==> config.mk <==
export PLATFORM = sky130hd
export DESIGN_NAME = fuse_word_reader
export DESIGN_NICKNAME = d
export VERILOG_FILES = /design/src/rtl/fwr_pkg.sv /design/src/rtl/fwr_settle_timer.sv /design/src/rtl/fwr_lane_pick.sv /design/src/rtl/fwr_seq.sv /design/src/rtl/fuse_word_reader.sv
export SDC_FILE = /design/constraint.sdc
export NUM_CORES = 1
export LEC_CHECK = 0
export ABC_AREA = 1
export BUFFER_PORTS_ARGS = -buffer_cell sky130_fd_sc_hd__clkbuf_2
export CORE_UTILIZATION = 50
export CTS_CLUSTER_DIAMETER = 120
export DETAILED_ROUTE_END_ITERATION = 7
export PLACE_DENSITY = 0.72
export SLEW_MARGIN = 10
export SYNTH_ARGS = -nofsm -noshare
export SYNTH_HDL_FRONTEND = slang
export SYNTH_SLANG_ARGS = --single-unit
==> constraint.sdc <==
create_clock -name clk -period 2.3 [get_ports clk]
set_input_delay 0.46 -clock clk [delete_from_list [all_inputs] [get_ports clk]]
set_output_delay 0.46 -clock clk [all_outputs]
set_load 0.05 [all_outputs]
==> src/rtl/fwr_pkg.sv <==
package fwr_pkg;
  localparam int CB_CSB    = 0;
  localparam int CB_STROBE = 1;
  localparam int CB_LOAD   = 2;
  localparam int CB_PGENB  = 3;
  localparam int CB_PD     = 5;
  localparam int CB_RSB    = 7;
  localparam int CB_SSS    = 9;
  localparam int ADDR_LSB  = 16;

  typedef enum logic [2:0] {
    ST_IDLE, ST_INIT, ST_STROBE, ST_EMIT, ST_GAP, ST_STANDBY
  } fwr_state_e;

  // word index holding a byte offset
  function automatic int unsigned first_word(int unsigned off);
    return off >> 2;
  endfunction

  // bytes skipped at the front of the first word
  function automatic int unsigned lead_skip(int unsigned off);
    return off & 3;
  endfunction

  // number of words covering [off, off+len)
  function automatic int unsigned word_span(int unsigned off, int unsigned len);
    if (len == 0) return 0;
    return ((off + len + 3) >> 2) - (off >> 2);
  endfunction

  // control word for a given sequencer state
  function automatic logic [31:0] ctrl_word(fwr_state_e st, logic [15:0] addr);
    logic [31:0] c;
    c = '0;
    case (st)
      ST_INIT: begin
        c[CB_LOAD] = 1'b1; c[CB_PGENB] = 1'b1; c[CB_RSB] = 1'b1; c[CB_SSS] = 1'b1;
      end
      ST_STROBE, ST_EMIT, ST_GAP: begin
        c[CB_LOAD] = 1'b1; c[CB_PGENB] = 1'b1; c[CB_RSB] = 1'b1; c[CB_SSS] = 1'b1;
        c[ADDR_LSB +: 16] = addr;
        c[CB_STROBE] = (st == ST_STROBE);
      end
      default: begin
        c[CB_PD] = 1'b1; c[CB_CSB] = 1'b1;
      end
    endcase
    return c;
  endfunction
endpackage

==> src/rtl/fwr_settle_timer.sv <==
module fwr_settle_timer #(
  parameter int SETTLE_CYC = 125
) (
  input  logic clk,
  input  logic rst_n,
  input  logic run,
  output logic elapsed
);
  localparam int CW = (SETTLE_CYC < 2) ? 1 : $clog2(SETTLE_CYC);
  localparam logic [CW-1:0] LAST = CW'(SETTLE_CYC - 1);

  logic [CW-1:0] cnt_q;

  assign elapsed = run && (cnt_q == LAST);

  always_ff @(posedge clk or negedge rst_n) begin
    if (!rst_n)                cnt_q <= '0;
    else if (!run || elapsed)  cnt_q <= '0;
    else                       cnt_q <= cnt_q + 1'b1;
  end
endmodule

==> src/rtl/fwr_lane_pick.sv <==
module fwr_lane_pick #(
  parameter int LANES = 4
) (
  input  logic [LANES*8-1:0]         word,
  input  logic [$clog2(LANES)-1:0]   lane,
  output logic [7:0]                 byte_o
);
  logic [7:0] lanes_w [LANES];

  for (genvar g = 0; g < LANES; g++) begin : g_lane
    assign lanes_w[g] = word[g*8 +: 8];
  end

  assign byte_o = lanes_w[lane];
endmodule

==> src/rtl/fwr_seq.sv <==
module fwr_seq
  import fwr_pkg::*;
#(
  parameter int AW    = 10,
  parameter int OFF_W = 12,
  parameter int LEN_W = 12
) (
  input  logic             clk,
  input  logic             rst_n,
  input  logic             req_valid,
  input  logic [OFF_W-1:0] req_offset,
  input  logic [LEN_W-1:0] req_len,
  input  logic             elapsed,
  input  logic [31:0]      fuse_dout,
  output logic             timer_run,
  output logic             word_cap,
  output logic             emit,
  output logic             emit_last,
  output logic [1:0]       lane,
  output logic [31:0]      word_q,
  output logic             busy,
  output logic             done,
  output logic [31:0]      ctrl
);
  localparam int WC_W = LEN_W + 1;

  fwr_state_e       st_q;
  logic [AW-1:0]    addr_q;
  logic [1:0]       lane_q;
  logic [LEN_W-1:0] bytes_left_q;
  logic [WC_W-1:0]  words_left_q;

  assign timer_run = (st_q == ST_INIT) || (st_q == ST_STROBE) || (st_q == ST_GAP);
  assign word_cap  = (st_q == ST_STROBE) && elapsed;
  assign emit      = (st_q == ST_EMIT);
  assign emit_last = emit && (bytes_left_q == LEN_W'(1));
  assign lane      = lane_q;
  assign busy      = (st_q != ST_IDLE);
  assign done      = (st_q == ST_STANDBY);
  assign ctrl      = ctrl_word(st_q, 16'(addr_q));

  always_ff @(posedge clk or negedge rst_n) begin
    if (!rst_n) begin
      st_q         <= ST_IDLE;
      addr_q       <= '0;
      lane_q       <= '0;
      bytes_left_q <= '0;
      words_left_q <= '0;
      word_q       <= '0;
    end else begin
      case (st_q)
        ST_IDLE: if (req_valid) begin
          addr_q       <= AW'(first_word(32'(req_offset)));
          lane_q       <= 2'(lead_skip(32'(req_offset)));
          bytes_left_q <= req_len;
          words_left_q <= WC_W'(word_span(32'(req_offset), 32'(req_len)));
          st_q         <= (req_len == '0) ? ST_STANDBY : ST_INIT;
        end
        ST_INIT: if (elapsed) st_q <= ST_STROBE;
        ST_STROBE: if (elapsed) begin
          word_q       <= fuse_dout;
          words_left_q <= words_left_q - 1'b1;
          st_q         <= ST_EMIT;
        end
        ST_EMIT: begin
          bytes_left_q <= bytes_left_q - 1'b1;
          lane_q       <= lane_q + 1'b1;
          if (lane_q == 2'd3 || bytes_left_q == LEN_W'(1)) begin
            lane_q <= '0;
            st_q   <= ST_GAP;
          end
        end
        ST_GAP: if (elapsed) begin
          addr_q <= addr_q + 1'b1;
          st_q   <= (words_left_q == '0) ? ST_STANDBY : ST_STROBE;
        end
        default: st_q <= ST_IDLE;
      endcase
    end
  end
endmodule

==> src/rtl/fuse_word_reader.sv <==
module fuse_word_reader #(
  parameter int AW         = 10,
  parameter int OFF_W      = 12,
  parameter int LEN_W      = 12,
  parameter int SETTLE_CYC = 125
) (
  input  logic             clk,
  input  logic             rst_n,
  input  logic             req_valid,
  input  logic [OFF_W-1:0] req_offset,
  input  logic [LEN_W-1:0] req_len,
  output logic             busy,
  output logic             done,
  output logic             out_valid,
  output logic [7:0]       out_byte,
  output logic             out_last,
  output logic [31:0]      fuse_ctrl,
  input  logic [31:0]      fuse_dout
);
  logic        timer_run;
  logic        elapsed;
  logic        word_cap;
  logic        emit;
  logic        emit_last;
  logic [1:0]  lane;
  logic [31:0] word_q;

  fwr_settle_timer #(.SETTLE_CYC(SETTLE_CYC)) u_timer (
    .clk(clk), .rst_n(rst_n), .run(timer_run), .elapsed(elapsed)
  );

  fwr_seq #(.AW(AW), .OFF_W(OFF_W), .LEN_W(LEN_W)) u_seq (
    .clk(clk), .rst_n(rst_n), .req_valid(req_valid), .req_offset(req_offset),
    .req_len(req_len), .elapsed(elapsed), .fuse_dout(fuse_dout),
    .timer_run(timer_run), .word_cap(word_cap), .emit(emit), .emit_last(emit_last),
    .lane(lane), .word_q(word_q), .busy(busy), .done(done), .ctrl(fuse_ctrl)
  );

  fwr_lane_pick #(.LANES(4)) u_pick (
    .word(word_q), .lane(lane), .byte_o(out_byte)
  );

  assign out_valid = emit;
  assign out_last  = emit_last;
endmodule

# Word level (Yosys, flattened, before mapping)
# Index checks and enable logic that the tools add are counted.
op_classes:
  add_sub_neg: 8
  n_lt_le_gt_ge: 1
  n_eq_ne: 13
  muxes: 32
  bitwise_logic: 1
  n_reduce_logical: 21
op_table:
  columns: ["operator", "n"]
  rows:
  - ["$mux W13", 3]
  - ["$mux W10", 3]
  - ["$pmux W13 S2", 1]
  - ["$pmux W12 S2", 1]
  - ["$mux W3", 7]
  - ["$pmux W10 S2", 1]
  - ["$bmux W8 S2", 1]
  - ["$mux W8", 2]
  - ["$add A15 B2 Y15 const B", 1]
  - ["$pmux W3 S5", 1]
  - ["$add A12 B12 Y13", 1]
  - ["$logic_not A13 Y1", 1]
  - ["$sub A13 B1 Y13 const B", 1]
  - ["$sub A13 B10 Y13", 1]
  - ["$eq A12 B1 Y1 const B", 1]
  - ["$logic_not A12 Y1", 1]
  - ["$mux W12", 1]
  - ["$sub A12 B1 Y12 const B", 1]
  - ["$add A10 B1 Y10 const B", 1]
  - ["$ne A2 B2 Y1 const B", 5]
  - ["$add A7 B1 Y7 const B", 1]
  - ["$eq A7 B7 Y1 const B", 1]
  - ["$mux W7", 1]
  - ["$eq A3 B2 Y1 const B", 2]
  - ["other kinds (20)", 36]
totals:
  reg_bits: 79
  wordCells: 83

# Longest topological paths before layout
logic_depth:
  ltp_word: 7
  depth_mapped: 27
  depth_no_buf: 27

# Hierarchy
# Synthesis repeated with hierarchy kept, for this count alone.
unflattened:
  hier_cells: 851
  area_unflattened_um2: 5973.2
by_module_without_submodules:
  columns: ["module", "instances", "cells_each", "area_per_inst_um2", "seq_area_each_um2"]
  rows:
  - ["fwr_seq", 1, 717, 5220.0, 1801.7]
  - ["fwr_lane_pick", 1, 94, 395.4, 0.0]
  - ["fwr_settle_timer", 1, 40, 357.8, 175.2]

# Worst setup path after synthesis
# Ideal clock, no wire load.
synth_timing:
  kind: "flip-flop to output port"
  start: "register u_seq.st_q[1]"
  end: "output port fuse_ctrl[3]"
  arrival_ns: 3.268
  required_ns: 1.840
  setup_slack_ns: -1.428
  path_stages_with_launch: 7
  path_cell_list: "dfrtp_1 inv_1 nor3_2 clkbuf_1 nor3_1 inv_1 buf_4"
synth_between:
  elab_chain_len: 3
  word_cells_on_any_way: 6
synth_lines:
  columns: ["item", "line", "rtl"]
  rows:
  - ["start: declaration", "fwr_seq.sv:27", "fwr_state_e st_q;"]
  - ["start signal: assignment", "fwr_seq.sv:57", "st_q <= (req_len == '0) ? ST_STANDBY : ST_INIT;"]
  - ["start signal: assignment", "fwr_seq.sv:75", "st_q <= (words_left_q == '0) ? ST_STANDBY : ST_STROBE;"]
  - ["$eq A3 B2 Y1, or another cell as far along", "fwr_pkg.sv:35", "case (st)"]
  - ["$reduce_or A4 Y1 (no line) *", null, null]
  - ["$mux W2 *", "fwr_pkg.sv:35", null]
  - ["end: declaration", "fuse_word_reader.sv:17", "output logic [31:0] fuse_ctrl,"]
# Every way passes the cells marked *; elsewhere a longest branch is shown, timed or not.

# Worst setup path in the final report
layout_timing:
  start: "input port req_offset[0]"
  end: "register u_seq.words_left_q[11]"
layout_between:
  elab_chain_len: 6
layout_lines:
  columns: ["item", "line", "rtl"]
  rows:
  - ["start: declaration", "fuse_word_reader.sv:10", "input logic [OFF_W-1:0] req_offset,"]
  - ["$add A12 B12 Y13", "fwr_pkg.sv:28", "return ((off + len + 3) >> 2) - (off >> 2);"]
  - ["$add A15 B2 Y15", "fwr_pkg.sv:28", null]
  - ["$sub A13 B10 Y13", "fwr_pkg.sv:28", null]
  - ["$mux W13", "fwr_pkg.sv:28", null]
  - ["$mux W13", "fwr_seq.sv:52", "ST_IDLE: if (req_valid) begin"]
  - ["$pmux W13 S2", "fwr_seq.sv:51", "case (st_q)"]
  - ["end signal: assignment", "fwr_seq.sv:56", "words_left_q <= WC_W'(word_span(32'(req_offset), 32'(req_len)));"]
  - ["end signal: assignment", "fwr_seq.sv:62", "words_left_q <= words_left_q - 1'b1;"]
  - ["end: declaration", "fwr_seq.sv:31", "logic [WC_W-1:0] words_left_q;"]
# No other way between the ends. The select of a mux whose other input is x is not followed.
# A chain may end at the register's enable or synchronous reset.

==> impl_metrics.py <==
metrics = {
    "cts": {
        "cts-buffers-inserted": 9,
        "cts.sinks": 79,
        "cts_root_buffer": "clkbuf_16",
        "h-tree-depth": 3,
        "clk_pin_slew_ns": 0.06,
        "clk_latency_ns": 0.35,
        "cts_tree": "built",
        "ctsHoldBuffers": 0,
        "clockBufferDepth": 2,
    },
    "timing": {
        "period_share_pct": 131,
        "min_period_ns": 3.02,
        "fin_skew_ns": 0.00481,
        "worst_slew_pin_slew_ns": 0.917,
        "setup_ws_ns": -0.724,
        "slew_violations": 0,
        "hold_viol": 0,
        "finalSetupTns_ns": -7.31,
        "fmax_mhz": 331,
        "rsz0062_at_grt": "true",
        "slew_headroom_pct": 38.8,
        "setup_viol": 12,
    },
    "synth": {
        "yosysUniqueCellTypes": 48,
        "synth-main-ff-cell": "dfrtp_1",
        "ys.warnings.count": 0,
        "synth_top_area_share_pct": 32.6,
        "ys_seq_area_share_pct": 32.6,
        "synth_top_area_cell": "dfrtp_1",
        "syn_inst": 895,
        "synth_edf_count": 0,
        "synthSimpleGateAreaFrac_pct": 31.7,
        "netlist_top_cells_area": "dfrtp_1 33%, nand2_1 16%, inv_1 7.7%, ha_1 6.0%, o21ai_0 5.2%",
        "ys_top_cells_by_count": "263 x nand2_1, 125 x inv_1, 81 x nor2_1",
        "syn-cell-area_sq_mm": 0.00606,
        "syn_avg_cell_area_sq_um": 6.77,
        "synth_top_family_by_area": "simple AND/OR/NAND/NOR gates",
        "synth-xor-area-share_pct": 2.31,
        "yosys.cell_count.top_type": "nand2_1",
        "synthMuxAreaShare_pct": 0,
        "synth_compound_area_share_pct": 14.7,
        "ys_async_sr_fraction_pct": 100,
        "ys_ff_latch": 79,
        "synth_adder_area_share_pct": 6.65,
    },
    "power_and_ir_drop": {
        "clkPwrFrac_pct": 14.9,
        "switching_share_pct": 50.9,
        "intPower_mw": 4.38,
        "pwr-share-comb_pct": 61.0,
        "p_seq_share_pct": 24.1,
        "ir_drop_mv": 0.679,
        "leakage_nw": 4.18,
        "p_sw_mw": 4.54,
        "power.density_mw_per_mm2": 1100,
    },
    "detailed_routing": {
        "vias_per_cell": 5.17,
        "drtIter0Drc": 466,
        "vias": 6358,
        "drt_pass1_iterations": 8,
        "drc": 2,
        "wl_microns": 16400,
        "antenna_left": 0,
        "wl_per_cell_microns": 13.4,
    },
    "critical_path": {
        "cp_data_arrival_time_ns": 3.30,
        "start_kind": "input port",
        "required_ns": 2.58,
        "worstPathMaxFanout": 5,
        "r2r_slack_ns": 0.27,
        "critical_path_class": "in -> reg",
        "cp-end-kind": "register",
    },
    "layout": {
        "final_area_sq_mm": 0.00808,
        "synthToLayoutAreaGrowth_pct": 33.5,
        "drive_gt1_share_pct": 29.6,
        "post-route-util_pct": 69.6,
        "num_antenna_cells": 0,
        "fin_nets": 1172,
    },
    "global_routing": {
        "grt_antenna_before_repair": 0,
        "grt-ovfl-total": 0,
        "grt_pass1_vias": 5790,
        "grt_pass1_wl_microns": 27000,
        "grt_max_degree": 45,
        "grt_usage_pct": 27.0,
    },
    "placement": {
        "gp_congestion": 0.920,
        "place_area_sq_mm": 0.00738,
        "dp_hpwl_microns": 12300,
        "port_buffers": 87,
    },
    "floorplan": {
        "start_util_pct": 52.1,
        "ios": 103,
        "fp.coreArea_sq_mm": 0.0116,
        "dieArea_sq_mm": 0.0126,
        "dieWidth_microns": 112,
        "fp.dieH_microns": 112,
        "rows": 39,
    },
    "job": {
        "cap_violations": 0,
    },
    "min_path": {
        "worstHoldPathType": "in -> async",
    },
    "outcome": {
        "status": "finished, violations left",
        "violations": "DRC, setup timing",
    },
}
==> metrics by stage <==
step,worst slack [ns],power [mW],hold slack [ns],cells
finish,-0.724,8.92,0.0726,1230
global route,-0.908,9.57,0.114,1230
CTS,-0.694,8.75,0.0845,1224
detailed placement,-1.12,7.15,0.455,1196
global placement,-1.06,7.09,0.448,1196
floorplan,-0.809,5.91,0.164,909
==> metal layers <==
metal / track usage [%] / vias up / wire, microns
li1: - / 3222 / -
met1: 37.5 / 2921 / 7630
met2: 43.4 / 178 / 7640
met3: 3.78 / 37 / 726
met4: 9.60 / 0 / 435
met5: 0 / - / 0
==> final cells by class <==
| cell class | count | area, sq um |
|---|---|---|
| Inverter | 135 | 510 |
| Fill cell | 999 | 3530 |
| Sequential cell | 79 | 1980 |
| Tap cell | 143 | 179 |
| Clock buffer | 9 | 225 |
| Timing Repair Buffer | 198 | 1350 |
| Clock inverter | 7 | 48.8 |
| Multi-Input combinational cell | 659 | 3790 |
==> final timing paths <==
path,startpoint,end,depth (start not counted)
worst min register to register,u_seq.word_q[17],u_seq.word_q[17],2
worst min-delay path,rst_n,u_seq.addr_q[2],1
max in group asynchronous,rst_n,u_seq.word_q[18],2
worst max register to register,u_seq.st_q[1],u_seq.st_q[2],12
worst max-delay path,req_offset[0],u_seq.words_left_q[11],23
min in group clk,fuse_dout[10],u_seq.word_q[10],3
==> repair_timing <==
item                                    4_1_cts  5_1_grt
endpoints found under the setup margin       23       35
gates cloned                                  0        0
gates resized for setup                      36       49
buffers inserted                             12        7
pin swaps                                    14       24
==> state kept, by name, summed over array words and instances (netlist names) <==
| name | count |
|---|---|
| u_seq.lane | 2 |
| u_seq.st_q | 3 |
| u_seq.word_q | 32 |
| u_seq.addr_q | 10 |
| u_timer.cnt_q | 7 |
| u_seq.bytes_left_q | 12 |
| u_seq.words_left_q | 13 |
==> power by group through the flow <==
stage,sequential [mW],clock (mW),combinational (mW)
4_1_cts,2.14,1.36,5.26
3_5_place_dp,2.16,0,5.00
2_1_floorplan,2.07,0,3.84
6_report,2.15,1.33,5.44
3_3_place_gp,2.14,0,4.95
5_1_grt,2.20,1.42,5.95
==> critical path, stage by stage <==
cell,delay [ns]
buf_8,0.10
ha_4,0.15
inv_2,0.05
fa_2,0.42
inv_2,0.08
nor2_4,0.05
nor2_8,0.09
nand3_4,0.10
nor2_4,0.17
nand3_4,0.09
nor2_4,0.10
xor2_1,0.15
inv_1,0.09
ha_4,0.24
a21oi_4,0.15
nor2_1,0.05
a211oi_1,0.17
nand3_1,0.14
nand2_1,0.11
nand2_1,0.05
o21ai_1,0.07
nand3_1,0.09
a21oi_1,0.12
==> cell usage in the layout (no fill, tap or decap), drive strengths merged, types with 2 or more instances in the layout <==
cell type and instances:
nand2 272, inv 135, buf 120, nor2 90
clkbuf 87, dfrtp 79, o21ai 67, a21oi 47
nand3 41, ha 29, conb 15, nor3 14
o22ai 12, nand4 12, xor2 10, a22oi 7
a31oi 6, xnor2 6, clkinv 6, nor4 4
o31ai 3, o211ai 3, or2 3, nor3b 3
o221ai 2, fa 2, a21o 2
==> logic make-up after synthesis <==
kind of cell,count (synthesis)
AO/OA/AOI/OAI,157
XOR/XNOR,16
adder cells (fa/ha/maj),31
buffers and inverters,171
flip-flops,79
other,1
AND/OR/NAND/NOR,440
Note: power is estimated with default switching activity, not from simulation.
